File: src/rtl/buffered_shift_port.sv
module buffered_shift_port #(
  parameter int WIDTH = 8,
  parameter int SYNC  = 2
) (
  input  logic             clk,
  input  logic             sys_rst_n,
  input  logic             st_clk,
  input  logic             sh_clk,
  input  logic             sh_en_n,
  input  logic             ld_n,
  input  logic             sr_clr_n,
  input  logic             ser_sel,
  input  logic             ser_a,
  input  logic             ser_b,
  input  logic             oe_n,
  input  logic [WIDTH-1:0] port_in,
  output logic [WIDTH-1:0] port_out,
  output logic             port_drv,
  output logic             ser_out
);
  localparam int DEPTH = SYNC + 1;

  logic [DEPTH-1:0] sh_sync, st_sync;
  logic [WIDTH-1:0] stor_q, sh_q, port_val;
  logic             sh_lvl, sh_rise, st_rise, ser_bit;

  assign sh_lvl   = sh_sync[SYNC-1];
  assign sh_rise  = sh_sync[SYNC-1] & ~sh_sync[SYNC];
  assign st_rise  = st_sync[SYNC-1] & ~st_sync[SYNC];
  assign ser_bit  = ser_sel ? ser_b : ser_a;
  assign port_val = oe_n ? port_in : sh_q;

  always_ff @(posedge clk or negedge sys_rst_n) begin
    if (!sys_rst_n) begin
      sh_sync <= '0;
      st_sync <= '0;
      stor_q  <= '0;
    end else begin
      sh_sync <= {sh_sync[DEPTH-2:0], sh_clk};
      st_sync <= {st_sync[DEPTH-2:0], st_clk};
      if (st_rise) stor_q <= port_val;
    end
  end

  always_ff @(posedge clk or negedge sr_clr_n) begin
    if (!sr_clr_n)                          sh_q <= '0;
    else if (!sh_lvl && !ld_n)              sh_q <= stor_q;
    else if (sh_rise && ld_n && !sh_en_n)   sh_q <= {sh_q[WIDTH-2:0], ser_bit};
  end

  assign port_out = sh_q;
  assign port_drv = ~oe_n;
  assign ser_out  = sh_q[WIDTH-1];

  a_r1_shift_step: assert property (@(posedge clk) disable iff (!sys_rst_n || !sr_clr_n)
    (sh_rise && ld_n && !sh_en_n) |=> sh_q == {$past(sh_q[WIDTH-2:0]), $past(ser_bit)});

  a_r2_ser_source: assert property (@(posedge clk) disable iff (!sys_rst_n || !sr_clr_n)
    (sh_rise && ld_n && !sh_en_n) |=> sh_q[0] == ($past(ser_sel) ? $past(ser_b) : $past(ser_a)));

  a_r3_level_load: assert property (@(posedge clk) disable iff (!sys_rst_n || !sr_clr_n)
    (!sh_lvl && !ld_n) |=> sh_q == $past(stor_q));

  a_r7_hold: assert property (@(posedge clk) disable iff (!sys_rst_n || !sr_clr_n)
    (ld_n && (sh_en_n || !sh_rise)) |=> $stable(sh_q));

  a_r5_capture: assert property (@(posedge clk) disable iff (!sys_rst_n)
    st_rise |=> stor_q == $past(port_val));

  a_r6_clear: assert property (@(posedge clk) disable iff (!sys_rst_n)
    !sr_clr_n |-> sh_q == '0);

  a_r6_no_clr_with_ld: assert property (@(posedge clk) disable iff (!sys_rst_n)
    !(!sr_clr_n && !ld_n));

  a_r9_ser_top: assert property (@(posedge clk) disable iff (!sys_rst_n)
    ser_out == port_out[WIDTH-1]);
endmodule

File: config.mk
export PLATFORM = sky130hd
export DESIGN_NAME = buffered_shift_port
export DESIGN_NICKNAME = d
export VERILOG_FILES = /design/src/rtl/buffered_shift_port.sv
export SDC_FILE = /design/constraint.sdc
export NUM_CORES = 1
export LEC_CHECK = 0
export ABC_AREA = 1
export CORE_UTILIZATION = 47
export DETAILED_ROUTE_END_ITERATION = 8
export GPL_TIMING_DRIVEN = 0
export PLACE_DENSITY = 0.78
export SYNTH_ARGS = -nofsm -noshare
export SYNTH_HDL_FRONTEND = slang
export SYNTH_SLANG_ARGS = --single-unit
File: constraint.sdc
create_clock -name clk -period 1.12 [get_ports clk]
set_input_delay 0.168 -clock clk [delete_from_list [all_inputs] [get_ports clk]]
set_output_delay 0.168 -clock clk [all_outputs]
set_load 0.01 [all_outputs]
## Word level (Yosys, flattened, before mapping)

Index checks and enable logic that the tools add are counted.

| storage, ports and cells | value |
|---|---|
| register bits | 22 |
| latch bits | 0 |
| RAM bits | 0 |
| ROM bits | 0 |
| bits of input ports | 19 |
| output and inout bits | 10 |
| memories | 0 |

| cells by class | value |
|---|---|
| add/sub/neg operators | 0 |
| multipliers | 0 |
| divide/modulo/power cells | 0 |
| $lt $le $gt $ge | 0 |
| eq/ne operators | 0 |
| shift operators | 0 |
| mux-type cells | 4 |
| bitwise operators | 5 |
| reductions and logical operators | 7 |

Operator list:

| cell | number |
|---|---|
| 8-bit two-way mux | 3 |
| 1-bit logical AND | 3 |
| 1-bit zero test | 3 |
| 1-bit NOT | 3 |
| 1-bit AND | 2 |
| 2-bit nonzero test | 1 |
| 1-bit two-way mux | 1 |

## Logic depth before layout (Yosys ltp)

| depth | value |
|---|---|
| depth in word-level cells | 6 |
| mapped depth | 7 |
| depth with buffers taken out | 6 |

## Worst setup path after synthesis

Ideal clock, no wire load.

| path | value |
|---|---|
| kind | register to register |
| start point | reg sh_sync[1] |
| end point | reg sh_q[7] (netlist: port_out[7]) |
| library setup time | 0.117 ns |
| arrival time | 0.864 ns |
| required time | 1.003 ns |
| path slack | 0.139 ns |
| cell stages (with the launch flop) | 8 |
| period minus slack after synthesis | 0.981 ns |
| cells stage by stage | dfrtp_1 -> buf_6 -> nand2_4 -> inv_4 -> nand2_4 -> nand2_8 -> nand2_1 -> nand2_1 |

| between the ends | value |
|---|---|
| longest elaborated chain between the ends | 4 |
| elaborated cells between the ends (all ways) | 7 |
| those cells by class | 1 x mux; 1 x bitwise; 5 x reduce/logical |

Ends and longest elaborated chain:

| element | line | source |
|---|---|---|
| start, declared | 23 | `logic [DEPTH-1:0] sh_sync, st_sync;` |
| start signal, assigned | 39 | `sh_sync <= {sh_sync[DEPTH-2:0], sh_clk};` |
| 1-bit AND | 28 | `assign sh_rise = sh_sync[SYNC-1] & ~sh_sync[SYNC];` |
| 1-bit logical AND (2 in series) | 48 | `else if (sh_rise && ld_n && !sh_en_n) sh_q <= {sh_q[WIDTH-2:0], ser_bit};` |
| 2-bit nonzero test (no line) | n/a |  |
| end signal, assigned | 47 | `else if (!sh_lvl && !ld_n) sh_q <= stor_q;` |
| end signal, assigned | 48 |  |
| end, declared | 24 | `logic [WIDTH-1:0] stor_q, sh_q, port_val;` |

Parallel ways exist; a longest one is shown, timed or not.
A chain may end at the register's enable or synchronous reset.

## Final worst setup path

| path | value |
|---|---|
| start point | reg sh_q[2] (netlist: port_out[2]) |
| end point | reg sh_q[3] (netlist: port_out[3]) |

| between the ends | value |
|---|---|
| longest elaborated chain between the ends | 2 |

Ends and longest elaborated chain:

| element | line |
|---|---|
| 8-bit two-way mux | 48 |
| 8-bit two-way mux | 47 |

Every way passes these cells. The select of a mux whose other input is x is not followed.

==> out/results.ini <==
[timing]
worst_pin_slew_ns=0.597
min_period_over_period=0.986
fin_crit_ns=1.10
hold_violations=0
max_slew_margin=0.601
skew_ns=0.00133
final-max-slew-violation-count=0
timing.fmax_ghz=0.906
rsz0062_at_grt=yes
setup_viol=0

[place]
place.gp.congestion=0.841
place_hpwl_um=1630
portBuffers=27
dp.cells=186

[clock_tree]
cts_tree=yes
cts_sinks=22
htree_levels=1
cts_buffers=3
insertion_delay_ns=0.31
path_clk_slew_ns=0.11
cts-root-buf=clkbuf_4
clockBufferDepth=2

[die]
core_area_sq_um=2210
die_area_sq_um=2550
start_util=0.499
fp.dieW_um=50.5
fp-row-count=17
die_h_um=50.5
ioPinCount=29

[routing]
wirelength_um=2500
initialDrtViolationCount=27
dr.pass1.iters=4
dr_total_vias=1030
drc=0
drtAntennaViolNets=0
avgRoutedWirePerCell_um=12.4
viasPerCell=5.10

[run]
maxCapViolations=0

[synthesis]
synth_top_cell_area_share=0.499
syn_area_sq_um=1100
yosysTopAreaCell=dfrtp_1
synth-warning-count=0
synth_fp_nets=150
synth-seq-area-share=0.499
ys_types=17
postSynthCellCount=131
netlist_top_cells_area=dfrtp_1 50%, nand2_1 19%, o211ai_1 5.4%
syn_area_per_cell_sq_um=8.42
ys_ff_latch=22

[worst_setup_path]
critPathRequiredTime_ns=1.33
cp_top_family=flip-flops
worstPathMaxFanout=3
cp.arrival_ns=1.32
crit_path_top_delay_cell=dfrtp_1
cp_num_cells=6
crit_buf_inv=2
path_cells=buf_4, buf_4, o21ai_1, nand2_1, nand2_2, nand2_2
worst-setup-path-type=flop to flop
max_stage_delay_ns=0.40
cp-start-kind=flop
end_kind=flop
ff2ff_path_depth=6

[finish]
final_util=0.695
areaGrowthSynthToFinish_pct=39.2
final_layout_size_suffix_gt1_frac=0.264
regArea_sq_um=551
layout.cells.most_common=nand2_1
final_cell_mix=52 x nand2_1, 22 x dfrtp_1, 16 x clkdlybuf4s50_1
multi_input_area_sq_um=509
nets=195
diodes=0
fill_cells=187
fin_cells=202

[power]
power_density_nw_per_um2=1330
p_seq_frac=0.483
finalPower_uw=2050
combPwrFrac=0.343
sw_frac_of_total=0.324
clockPowerShare=0.174
ir_worst_vdd_mv=0.941
p_leak_uw=0.000816
internal_power_uw=1390
switchingPower_uw=664

[grt]
grt_pass1_wl_um=3840
grt_pass1_vias=838
antenna_found_initial=0
grtUsageTotal=0.206
grt_max_degree=16
grt_overflow_total=0

[hold_path]
min_path_type=primary input to async pin

[run_status]
status=finished clean

layer usage:
| metal | GRT usage | vias to the layer above | wire length, um |
|---|---|---|---|
| met5 | 0 | - | 0 |
| met4 | 0.111 | 0 | 51 |
| met3 | 0.0273 | 5 | 117 |
| met2 | 0.333 | 33 | 1320 |
| met1 | 0.267 | 495 | 1010 |
| li1 | - | 497 | - |
flip-flops by register name (all words and copies together), names as in the netlist:
signal,count
sh_sync,3
stor_q,8
st_sync,3
port_out,8
layout make-up:
cell class	instances	area share
Inverter	16	0.0472
Timing Repair Buffer	40	0.211
Clock buffer	3	0.0147
Buffer	2	0.0147
Sequential cell	22	0.358
Multi-Input combinational cell	91	0.331
Tap cell	28	0.0228
worst register-to-register path, cell delays in order (launching register included):
cell and delay [ns]:
dfrtp_1 0.40, buf_4 0.13, buf_4 0.13, o21ai_1 0.10, nand2_1 0.10, nand2_2 0.08
nand2_2 0.05
synthesized netlist by cell type, drive strengths merged:
cell type / n
nand2: 60
dfrtp: 22
inv: 16
nand3: 8
o211ai: 8
o21ai: 8
nor2: 5
buf: 4
path summary, 6_finish.rpt:
check,to,from,slack (ns)
worst max register to register,port_out[3]$_DFFE_PN0P_,port_out[2]$_DFFE_PN0P_,0.02
worst min register to register,sh_sync[1]$_DFF_PN0_,sh_sync[0]$_DFF_PN0_,0.36
worst min-delay path,port_out[0]$_DFFE_PN0P_,sr_clr_n,0.11
max in group asynchronous,stor_q[1]$_DFFE_PN0P_,sys_rst_n,0.51
min in group clk,port_out[0]$_DFFE_PN0P_,ld_n,0.24
worst max-delay path,port_out[3]$_DFFE_PN0P_,port_out[2]$_DFFE_PN0P_,0.02
power by group through the flow:
stage	Combinational (uW)	Clock, uW	Sequential (uW)
finish	704	356	990
global route	770	409	999
CTS	672	360	985
detailed placement	568	0	1030
global placement	553	0	1030
floorplan	271	0	1040
through the flow:
step / cell area, sq um / setup WS [ns] / hold slack, ns / TNS [ns]
2_1_floorplan: 1100 / 0.139 / -0.128 / 0
3_3_place_gp: 1410 / -0.529 / 0.333 / -2.27
3_5_place_dp: 1410 / -0.529 / 0.336 / -2.57
4_1_cts: 1500 / 0.00191 / 0.116 / 0
5_1_grt: 1540 / -0.0372 / 0.111 / -0.0375
6_report: 1540 / 0.0161 / 0.108 / 0
logic make-up after synthesis:
kind of cell | share of synthesized area
and+or+nand+nor | 0.317
buffers and inverters | 0.0930
AOI/OAI and AO/OA | 0.0907
DFF | 0.499
timing repair:
action,4_1_cts,5_1_grt
resized for setup,29,17
pin swaps,0,4
hold buffers,0,0
setup endpoints to repair,11,16
setup buffers,9,3
cloned,0,3
Power figures use the tool's default switching activity.
